==> src/rtl/i2c_gc_slave_rx.sv <==
module i2c_gc_slave_rx #(
  parameter int SYNC = 2
) (
  input  logic       clk,
  input  logic       rst_n,
  input  logic       host_we,
  input  logic       host_sel,
  input  logic [7:0] host_wdata,
  output logic [7:0] status,
  output logic [7:0] rx_data,
  output logic       int_n,
  output logic       start_issue,
  input  logic       scl_i,
  input  logic       sda_i,
  output logic       scl_low,
  output logic       sda_low
);
  localparam logic [7:0] ST_IDLE  = 8'hF8;
  localparam logic [7:0] ST_OWNW  = 8'h60;
  localparam logic [7:0] ST_GCA   = 8'h70;
  localparam logic [7:0] ST_OWN_A = 8'h80;
  localparam logic [7:0] ST_OWN_N = 8'h88;
  localparam logic [7:0] ST_GC_A  = 8'hE0;
  localparam logic [7:0] ST_GC_N  = 8'hE8;
  localparam logic [7:0] ST_END   = 8'hA0;

  typedef enum logic [1:0] {S_IDLE, S_ADDR, S_DATA} st_t;

  logic [SYNC-1:0] scl_q, sda_q;
  logic scl_p, sda_p, scl_s, sda_s;
  st_t st;
  logic [3:0] cnt;
  logic [7:0] sh;
  logic [6:0] own;
  logic in_ack, ack, gc, gc_en, si, aa, stretch, busy, sta_pend;
  logic unused_bits;

  assign scl_s = scl_q[SYNC-1];
  assign sda_s = sda_q[SYNC-1];
  assign unused_bits = ^{host_wdata[7:6], host_wdata[1:0]};

  wire scl_rise = scl_s & ~scl_p;
  wire scl_fall = ~scl_s & scl_p;
  wire start_c  = scl_s & scl_p & sda_p & ~sda_s;
  wire stop_c   = scl_s & scl_p & ~sda_p & sda_s;
  wire own_hit  = aa && sh[7:1] == own && !sh[0];
  wire gc_hit   = aa && gc_en && sh == 8'h00;
  wire hit      = (st == S_ADDR) ? (own_hit | gc_hit) : aa;

  assign int_n   = ~si;
  assign scl_low = si & stretch;

  always_ff @(posedge clk or negedge rst_n) begin
    if (!rst_n) begin
      scl_q <= '1;
      sda_q <= '1;
      scl_p <= 1'b1;
      sda_p <= 1'b1;
    end else begin
      scl_q <= {scl_q[SYNC-2:0], scl_i};
      sda_q <= {sda_q[SYNC-2:0], sda_i};
      scl_p <= scl_s;
      sda_p <= sda_s;
    end
  end

  always_ff @(posedge clk or negedge rst_n) begin
    if (!rst_n) begin
      st <= S_IDLE;
      cnt <= '0;
      sh <= '0;
      own <= '0;
      in_ack <= 1'b0;
      ack <= 1'b0;
      gc <= 1'b0;
      gc_en <= 1'b0;
      si <= 1'b0;
      aa <= 1'b0;
      stretch <= 1'b0;
      busy <= 1'b0;
      sta_pend <= 1'b0;
      status <= ST_IDLE;
      rx_data <= '0;
      sda_low <= 1'b0;
      start_issue <= 1'b0;
    end else begin
      start_issue <= 1'b0;
      if (sta_pend && !busy) begin
        sta_pend <= 1'b0;
        start_issue <= 1'b1;
      end
      if (host_we && host_sel) {own, gc_en} <= host_wdata;
      if (host_we && !host_sel) begin
        aa <= host_wdata[2];
        if (!host_wdata[3]) begin
          si <= 1'b0;
          stretch <= 1'b0;
          status <= ST_IDLE;
          if (host_wdata[5]) sta_pend <= 1'b1;
        end
        if (host_wdata[4]) begin
          st <= S_IDLE;
          in_ack <= 1'b0;
          sda_low <= 1'b0;
        end
      end
      if (start_c) begin
        busy <= 1'b1;
        if (st == S_DATA) begin
          status <= ST_END;
          si <= 1'b1;
          stretch <= 1'b0;
        end
        st <= S_ADDR;
        cnt <= '0;
        in_ack <= 1'b0;
        sda_low <= 1'b0;
      end else if (stop_c) begin
        busy <= 1'b0;
        if (st == S_DATA) begin
          status <= ST_END;
          si <= 1'b1;
          stretch <= 1'b0;
        end
        st <= S_IDLE;
        in_ack <= 1'b0;
        sda_low <= 1'b0;
      end else if (st != S_IDLE) begin
        if (scl_rise && !in_ack && cnt != 4'd8) begin
          sh <= {sh[6:0], sda_s};
          cnt <= cnt + 4'd1;
        end
        if (scl_fall && cnt == 4'd8) begin
          if (!in_ack) begin
            in_ack <= 1'b1;
            ack <= hit;
            sda_low <= hit;
            if (st == S_ADDR) gc <= gc_hit & ~own_hit;
          end else begin
            in_ack <= 1'b0;
            sda_low <= 1'b0;
            cnt <= '0;
            if (st == S_ADDR) begin
              if (ack) begin
                st <= S_DATA;
                si <= 1'b1;
                stretch <= 1'b1;
                status <= gc ? ST_GCA : ST_OWNW;
              end else begin
                st <= S_IDLE;
              end
            end else begin
              rx_data <= sh;
              si <= 1'b1;
              stretch <= 1'b1;
              status <= gc ? (ack ? ST_GC_A : ST_GC_N) : (ack ? ST_OWN_A : ST_OWN_N);
              if (!ack) st <= S_IDLE;
            end
          end
        end
      end
    end
  end

  p_f8_when_quiet_r1: assert property (@(posedge clk) disable iff (!rst_n)
    int_n |-> status == ST_IDLE);
  p_sda_only_in_ack_r2: assert property (@(posedge clk) disable iff (!rst_n)
    sda_low |-> in_ack);
  p_rx_with_irq_r4: assert property (@(posedge clk) disable iff (!rst_n)
    !$stable(rx_data) |-> !int_n);
  p_end_no_stretch_r7: assert property (@(posedge clk) disable iff (!rst_n)
    status == ST_END |-> !scl_low);
  p_irq_on_load_r8: assert property (@(posedge clk) disable iff (!rst_n)
    (!$stable(status) && status != ST_IDLE) |-> !int_n);
  p_issue_pulse_r9: assert property (@(posedge clk) disable iff (!rst_n)
    start_issue |=> !start_issue);
endmodule

==> config.mk <==
export PLATFORM = sky130hd
export DESIGN_NAME = i2c_gc_slave_rx
export DESIGN_NICKNAME = d
export VERILOG_FILES = /design/src/rtl/i2c_gc_slave_rx.sv
export SDC_FILE = /design/constraint.sdc
export NUM_CORES = 1
export LEC_CHECK = 0
export ABC_AREA = 1
export BUFFER_PORTS_ARGS = -buffer_cell sky130_fd_sc_hd__buf_2
export CAP_MARGIN = 10
export CORE_MARGIN = 10
export CORE_UTILIZATION = 30
export CTS_BUF_LIST = sky130_fd_sc_hd__clkbuf_2 sky130_fd_sc_hd__clkbuf_4 sky130_fd_sc_hd__clkbuf_8
export DETAILED_ROUTE_END_ITERATION = 10
export GPL_TIMING_DRIVEN = 1
export PLACE_DENSITY = 0.55
export SLEW_MARGIN = 20
export SYNTH_ARGS = -nofsm -noshare
export SYNTH_HDL_FRONTEND = slang
export SYNTH_SLANG_ARGS = --single-unit
export TNS_END_PERCENT = 5
==> constraint.sdc <==
create_clock -name clk -period 1.5 [get_ports clk]
set_input_delay 0.15 -clock clk [delete_from_list [all_inputs] [get_ports clk]]
set_output_delay 0.15 -clock clk [all_outputs]
set_load 0.1 [all_outputs]
==> impl_metrics.tcl, run 1 <==
set metrics [dict create \
    outcome "complete, no violations" \
    wire_per_inst_um 12.4 \
    cts_made_buffers 5 \
    drc 0 \
    via_count 2067 \
    h-tree-depth 2 \
    synth_nets 327 \
    die_area_um2 12900 \
    rsz0062_at_grt "true" \
    viasPerCell 4.37 \
    rr_startpoint "cnt[1]" \
    worst-r2r-setup-slack_ps 6 \
    hold_start "host_wdata[0]" \
    layout-drive-gt1-share_pct 31.2 \
    min_to "gc_en" \
    ioPinCount 34 \
    post-route-min-period_ps 1490 \
    antenna_found_initial 0 \
    dp_hpwl_mm 4.37 \
    start_kind "flop" \
    setup_violations 0 \
    startpoint "cnt[1]" \
    layout_common_cells "nand2_1 (87), dfrtp_1 (43), inv_1 (40), buf_2 (33), nor2_1 (31)" \
    synth_flop_cell "dfrtp_1" \
    synth_top_area_share_pct 41.0 \
    crit_path_max_fanout 8 \
    ys_ff_latch 54 \
    diodes 0 \
    yosysTopAreaCell "dfrtp_1" \
    grt.overflow.total 0 \
    reg2reg_to "rx_data[5]" \
    critPathKind "reg -> reg" \
    grt_pass1_wl_mm 9.36 \
    clock-skew-final_ps 10.4 \
    p_leak_nw 1.67 \
    ys_seq_area_share_pct 52.0 \
    clock_latency_ps 310 \
    drv_slew 0 \
    ir_drop_mv 0.455 \
    gp_congestion 0.856 \
    synthArstFlopShare_pct 100 \
    fin_nets 380 \
    synthDistinctLibCells 29 \
    cp-end-kind "flop" \
    netlist_top_cells_area "dfrtp_1 (41%), nand2_1 (13%), dfstp_2 (11%)" \
    hold_class "in -> reg" \
    synth_edf_count 0 \
    avgSynthCellArea_um2 8.44 \
    core_region_area_um2 8640 \
    tightest_slew_ps 496 \
    period_share_pct 99.6 \
    cts_root_buffer "clkbuf_8" \
    numClockSinks 54 \
    wirelength_mm 5.86 \
    cts_tree "done" \
    relSlewSlack_pct 67.1 \
    hold_viol_final 0 \
    grt_max_degree 55 \
    final_util_pct 38.0 \
    grt_usage_pct 8.79 \
    max_freq_ghz 0.669 \
    ant_nets 0 \
    worstPathRequired_ps 1700 \
    finalSetupTns_ps 0 \
    drtIter0Drc 116 \
    max_cap_violations 0 \
    reg2reg_depth 8 \
    firstDrtPassIters 4 \
    portBuffers 33 \
    hold_path_depth 2 \
    rows 34 \
    dp_cells 460 \
    layout_commonest_cell "nand2_1" \
    netlist_area_um2 2630 \
    worstPathArrival_ps 1690 \
    clk_pin_slew_worst_paths_ps 100 \
    start_util_pct 30.4 \
    final.fill_count 865 \
    area_delta_synth_final_pct 25.1 \
    instances_no_fill 473 \
    die_h_um 114 \
    power.density_nw_per_um2 1260 \
    grt_pass1_vias 1916 \
    total_power_mw 4.15 \
    clockBufferDepth 2 \
    die_w_um 114 \
    ys.warnings.count 0 \
    netlist_instances 311 \
]
==> state kept, by name, summed over array words and instances, names as in the netlist <==
register     flops
sda_q            2
gc               1
rx_data          8
status           8
stretch          1
scl_q            2
gc_en            1
start_issue      1
sda_p            1
ack              1
in_ack           1
busy             1
scl_p            1
si               1
sda_low          1
st               2
sta_pend         1
own              7
aa               1
cnt              4
sh               8
==> how the worst max path moves through the flow <==
| stage | endpoint | slack, ps |
|---|---|---|
| after floorplan | rx_data[3] | 70 |
| after global placement | gc | 70 |
| after detailed placement | cnt[0] | 20 |
| after CTS | cnt[0] | 8 |
| after global routing | status[3] | -80 |
| final | rx_data[5] | 6 |
==> worst max-delay path, cell delays in order, from the launching register on <==
cell     delay (ps)
dfrtp_1         400
inv_2            80
ha_4            150
nand3_4          80
nor2_4          220
nand3_4         150
buf_12          170
nand2_1          70
o21ai_2          50
==> layer usage <==
| layer | part of all wire [%] | global-route usage [%] | up-vias |
|---|---|---|---|
| met5 | 0 | 0 | - |
| met4 | 1.7 | 4.06 | 0 |
| met3 | 4.8 | 2.05 | 8 |
| met2 | 43 | 12.4 | 45 |
| met1 | 51 | 12.3 | 940 |
| li1 | - | - | 1074 |
==> per-stage QoR <==
stage	setup slack, ps	hold slack (ps)	area [um^2]
after floorplan	71.1	-146	2630
after global placement	70.0	173	3030
after detailed placement	19.3	174	3030
after CTS	8.22	63.1	3170
after global routing	-83.7	69.0	3280
final	6.27	70.1	3280
==> cell usage after synthesis, types with 3 or more instances <==
library cell / n
dfrtp_1: 43
nand2_1: 93
dfstp_2: 11
buf_6: 3
o21ai_0: 13
a21oi_1: 6
nor2_4: 3
nand4_1: 6
nor3b_1: 3
inv_1: 43
inv_2: 4
nand3_1: 15
o21ai_2: 17
nor2_1: 32
==> power by group <==
| part | internal (mW) | total, mW | switching [mW] |
|---|---|---|---|
| sequential | 1.68 | 1.86 | 0.175 |
| combinational | 0.467 | 1.31 | 0.847 |
| clock | 0.492 | 0.975 | 0.483 |
==> area by class of cell <==
class                      instances  area, um^2  share of cell area [%]
clock buffer                       5        68.8                    2.10
clock inverter                     3        40.0                    1.22
inverter                          47         176                    5.37
multi-input combinational        206        1130                    34.3
sequential                        54        1370                    41.6
tap                              108         135                    4.11
timing repair buffer              50         372                    11.3
==> cell families after synthesis <==
group / share of synthesized area [%]
and+or+nand+nor: 27.4
adders and majority gates: 0.953
DFF: 52.0
AOI/OAI and AO/OA: 10.1
xor gates and xnor gates: 1.00
buffers and inverters: 8.15
muxes: 0.429
==> repair_timing <==
action / 4_1_cts / 5_1_grt
resized for setup: 0 / 26
setup endpoints to repair: 0 / 32
hold buffers: 3 / 0
setup buffers: 0 / 1
hold endpoints to repair: 45 / 0
Power figures use the tool's default switching activity.
==> inputs of run 2 (changes only) <==
--- a/config.mk
+++ b/config.mk
@@ -14,6 +14,7 @@
 export DETAILED_ROUTE_END_ITERATION = 10
 export GPL_TIMING_DRIVEN = 1
 export PLACE_DENSITY = 0.55
+export SETUP_SLACK_MARGIN = 0.3
 export SLEW_MARGIN = 20
 export SYNTH_ARGS = -nofsm -noshare
 export SYNTH_HDL_FRONTEND = slang
==> run 2 against run 1 <==
  * Via count grew 0.58%
  * Worst hold slack better by 1.2 ps
  * Final cell count grew 0.42%
  * Critical path type unchanged
  * Largest power group unchanged
  * Highest routed layer unchanged
==> impl_metrics.tcl, run 2 (synthesis results as in run 1) <==
set metrics [dict create \
    p_leak_nw 1.74 \
    period_share_pct 95.9 \
    grt_max_degree 22 \
    clock-skew-final_ps 7.77 \
    outcome "complete, no violations" \
    die_h_um 114 \
    dp_hpwl_mm 4.55 \
    grt_pass1_vias 2027 \
    ant_nets 0 \
    rsz0062_at_grt "true" \
    power_frac_clock_pct 23.2 \
    worstPathArrival_ps 1650 \
    grt_pass1_wl_mm 9.63 \
    h-tree-depth 2 \
    gp_congestion 0.864 \
    start_kind "flop" \
    viasPerCell 4.38 \
    firstDrtPassIters 4 \
    max_cap_violations 0 \
    p_seq_share_pct 43.7 \
    die_area_um2 12900 \
    wirelength_mm 5.82 \
    rows 34 \
    die_w_um 114 \
    crit_slowest_cell "dfrtp_1" \
    post-place-ws_ps -20.0 \
    hold_viol_final 0 \
    clock_latency_ps 310 \
    setup_ws_ps 61.9 \
    ioPinCount 34 \
    crit_path_max_fanout 16 \
    grt_usage_pct 9.13 \
    clockBufferDepth 2 \
    power.density_nw_per_um2 1220 \
    crit_path_cell_trace "inv_1 > ha_4 > nand3_4 > nor2_4 > nand3_4 > buf_12 > nand2_1 > o21ai_2" \
    finalSetupTns_ps 0 \
    layout_commonest_cell "nand2_1" \
    layout-drive-gt1-share_pct 39.2 \
    critPathKind "reg -> reg" \
    ir_drop_mv 0.643 \
    diodes 0 \
    via_count 2079 \
    max_freq_ghz 0.695 \
    setup_violations 0 \
    portBuffers 33 \
    wire_per_inst_um 12.3 \
    clk_pin_slew_worst_paths_ps 100 \
    drv_slew 0 \
    power.net_switching_mw 1.55 \
    largestRegisters "rx_data (8), sh (8), status (8)" \
    cts_root_buffer "clkbuf_8" \
    layout_common_cells "nand2_1 (69), dfrtp_1 (43), inv_1 (36), nor2_1 (28)" \
    cpMostUsedCell "nand3_4" \
    power_frac_comb_pct 33.1 \
    relSlewSlack_pct 67.7 \
    p_int_mw 2.77 \
    cts_tree "done" \
    drtIter0Drc 65 \
    drc 0 \
    post-route-min-period_ps 1440 \
    tightest_slew_ps 484 \
    worstPathRequired_ps 1710 \
    core_region_area_um2 8640 \
    start_util_pct 30.4 \
    cts_made_buffers 5 \
    numClockSinks 54 \
    antenna_found_initial 0 \
    fin_nets 382 \
    grt.overflow.total 0 \
    area_delta_synth_final_pct 35.1 \
    cp-end-kind "flop" \
    power_switching_share_pct 35.9 \
    critPathMaxStageDelay_ps 380 \
    hold_class "in -> reg" \
]
## run 2: layout make-up
cell class,count,area [um^2]
sequential,54,1370
clock inverter,2,37.5
clock buffer,6,76.3
fill,864,5090
tap,108,135
multi-input combinational,206,1230
timing repair buffer,52,524
inverter,47,179
## run 2: final timing paths
path,from,endpoint,slack (ps),cells after the start
worst max register to register,cnt[0],rx_data[6],60,8
max in group asynchronous,rst_n,scl_p,630,3
worst max-delay path,cnt[0],rx_data[6],60,8
worst min-delay path,host_wdata[0],gc_en,70,2
worst min register to register,sda_q[0],sda_q[1],360,0
min in group asynchronous,rst_n,sh[6],320,2
## run 2: layer usage
layer	vias up	part of all wire (%)	global-route usage, %
li1	1081	-	-
met1	956	50	12.2
met2	36	44	13.2
met3	6	5.3	2.99
met4	0	1.4	3.81
met5	-	0	0
## run 2: power groups by stage
stage	registers, mW	logic [mW]	clock network, mW
floorplan	2.03	0.737	0
global placement	1.89	1.21	0
detailed placement	1.89	1.22	0
CTS	1.86	1.28	1.03
global route	1.93	1.61	1.10
finish	1.89	1.43	1.00
## run 2: critical path: cells and delay by family (launching register included)
kind                       cells  cell delay (ps)
AOI/OAI and AO/OA              1               50
buffers and inverters          2              270
DFF                            1              380
adders and majority gates      1              150
and+or+nand+nor                4              470
## run 2: repair_timing
item	CTS	global route
pin swaps	4	20
buffers inserted	5	1
setup endpoints to repair	56	57
gates resized for setup	10	107
hold endpoints to repair	14	0
hold buffers	3	0
## run 2: through the flow
| step | cell area (um^2) | util [%] | hold slack [ps] | instances | power, mW |
|---|---|---|---|---|---|
| 2_1_floorplan | 2630 | - | -146 | 311 | 2.77 |
| 3_3_place_gp | 3010 | 34.8 | 140 | 458 | 3.10 |
| 3_5_place_dp | 3010 | 34.8 | 144 | 458 | 3.11 |
| 4_1_cts | 3220 | 37.3 | 67.8 | 474 | 4.17 |
| 5_1_grt | 3550 | 41.1 | 61.6 | 475 | 4.64 |
| 6_report | 3550 | 41.1 | 71.3 | 475 | 4.33 |
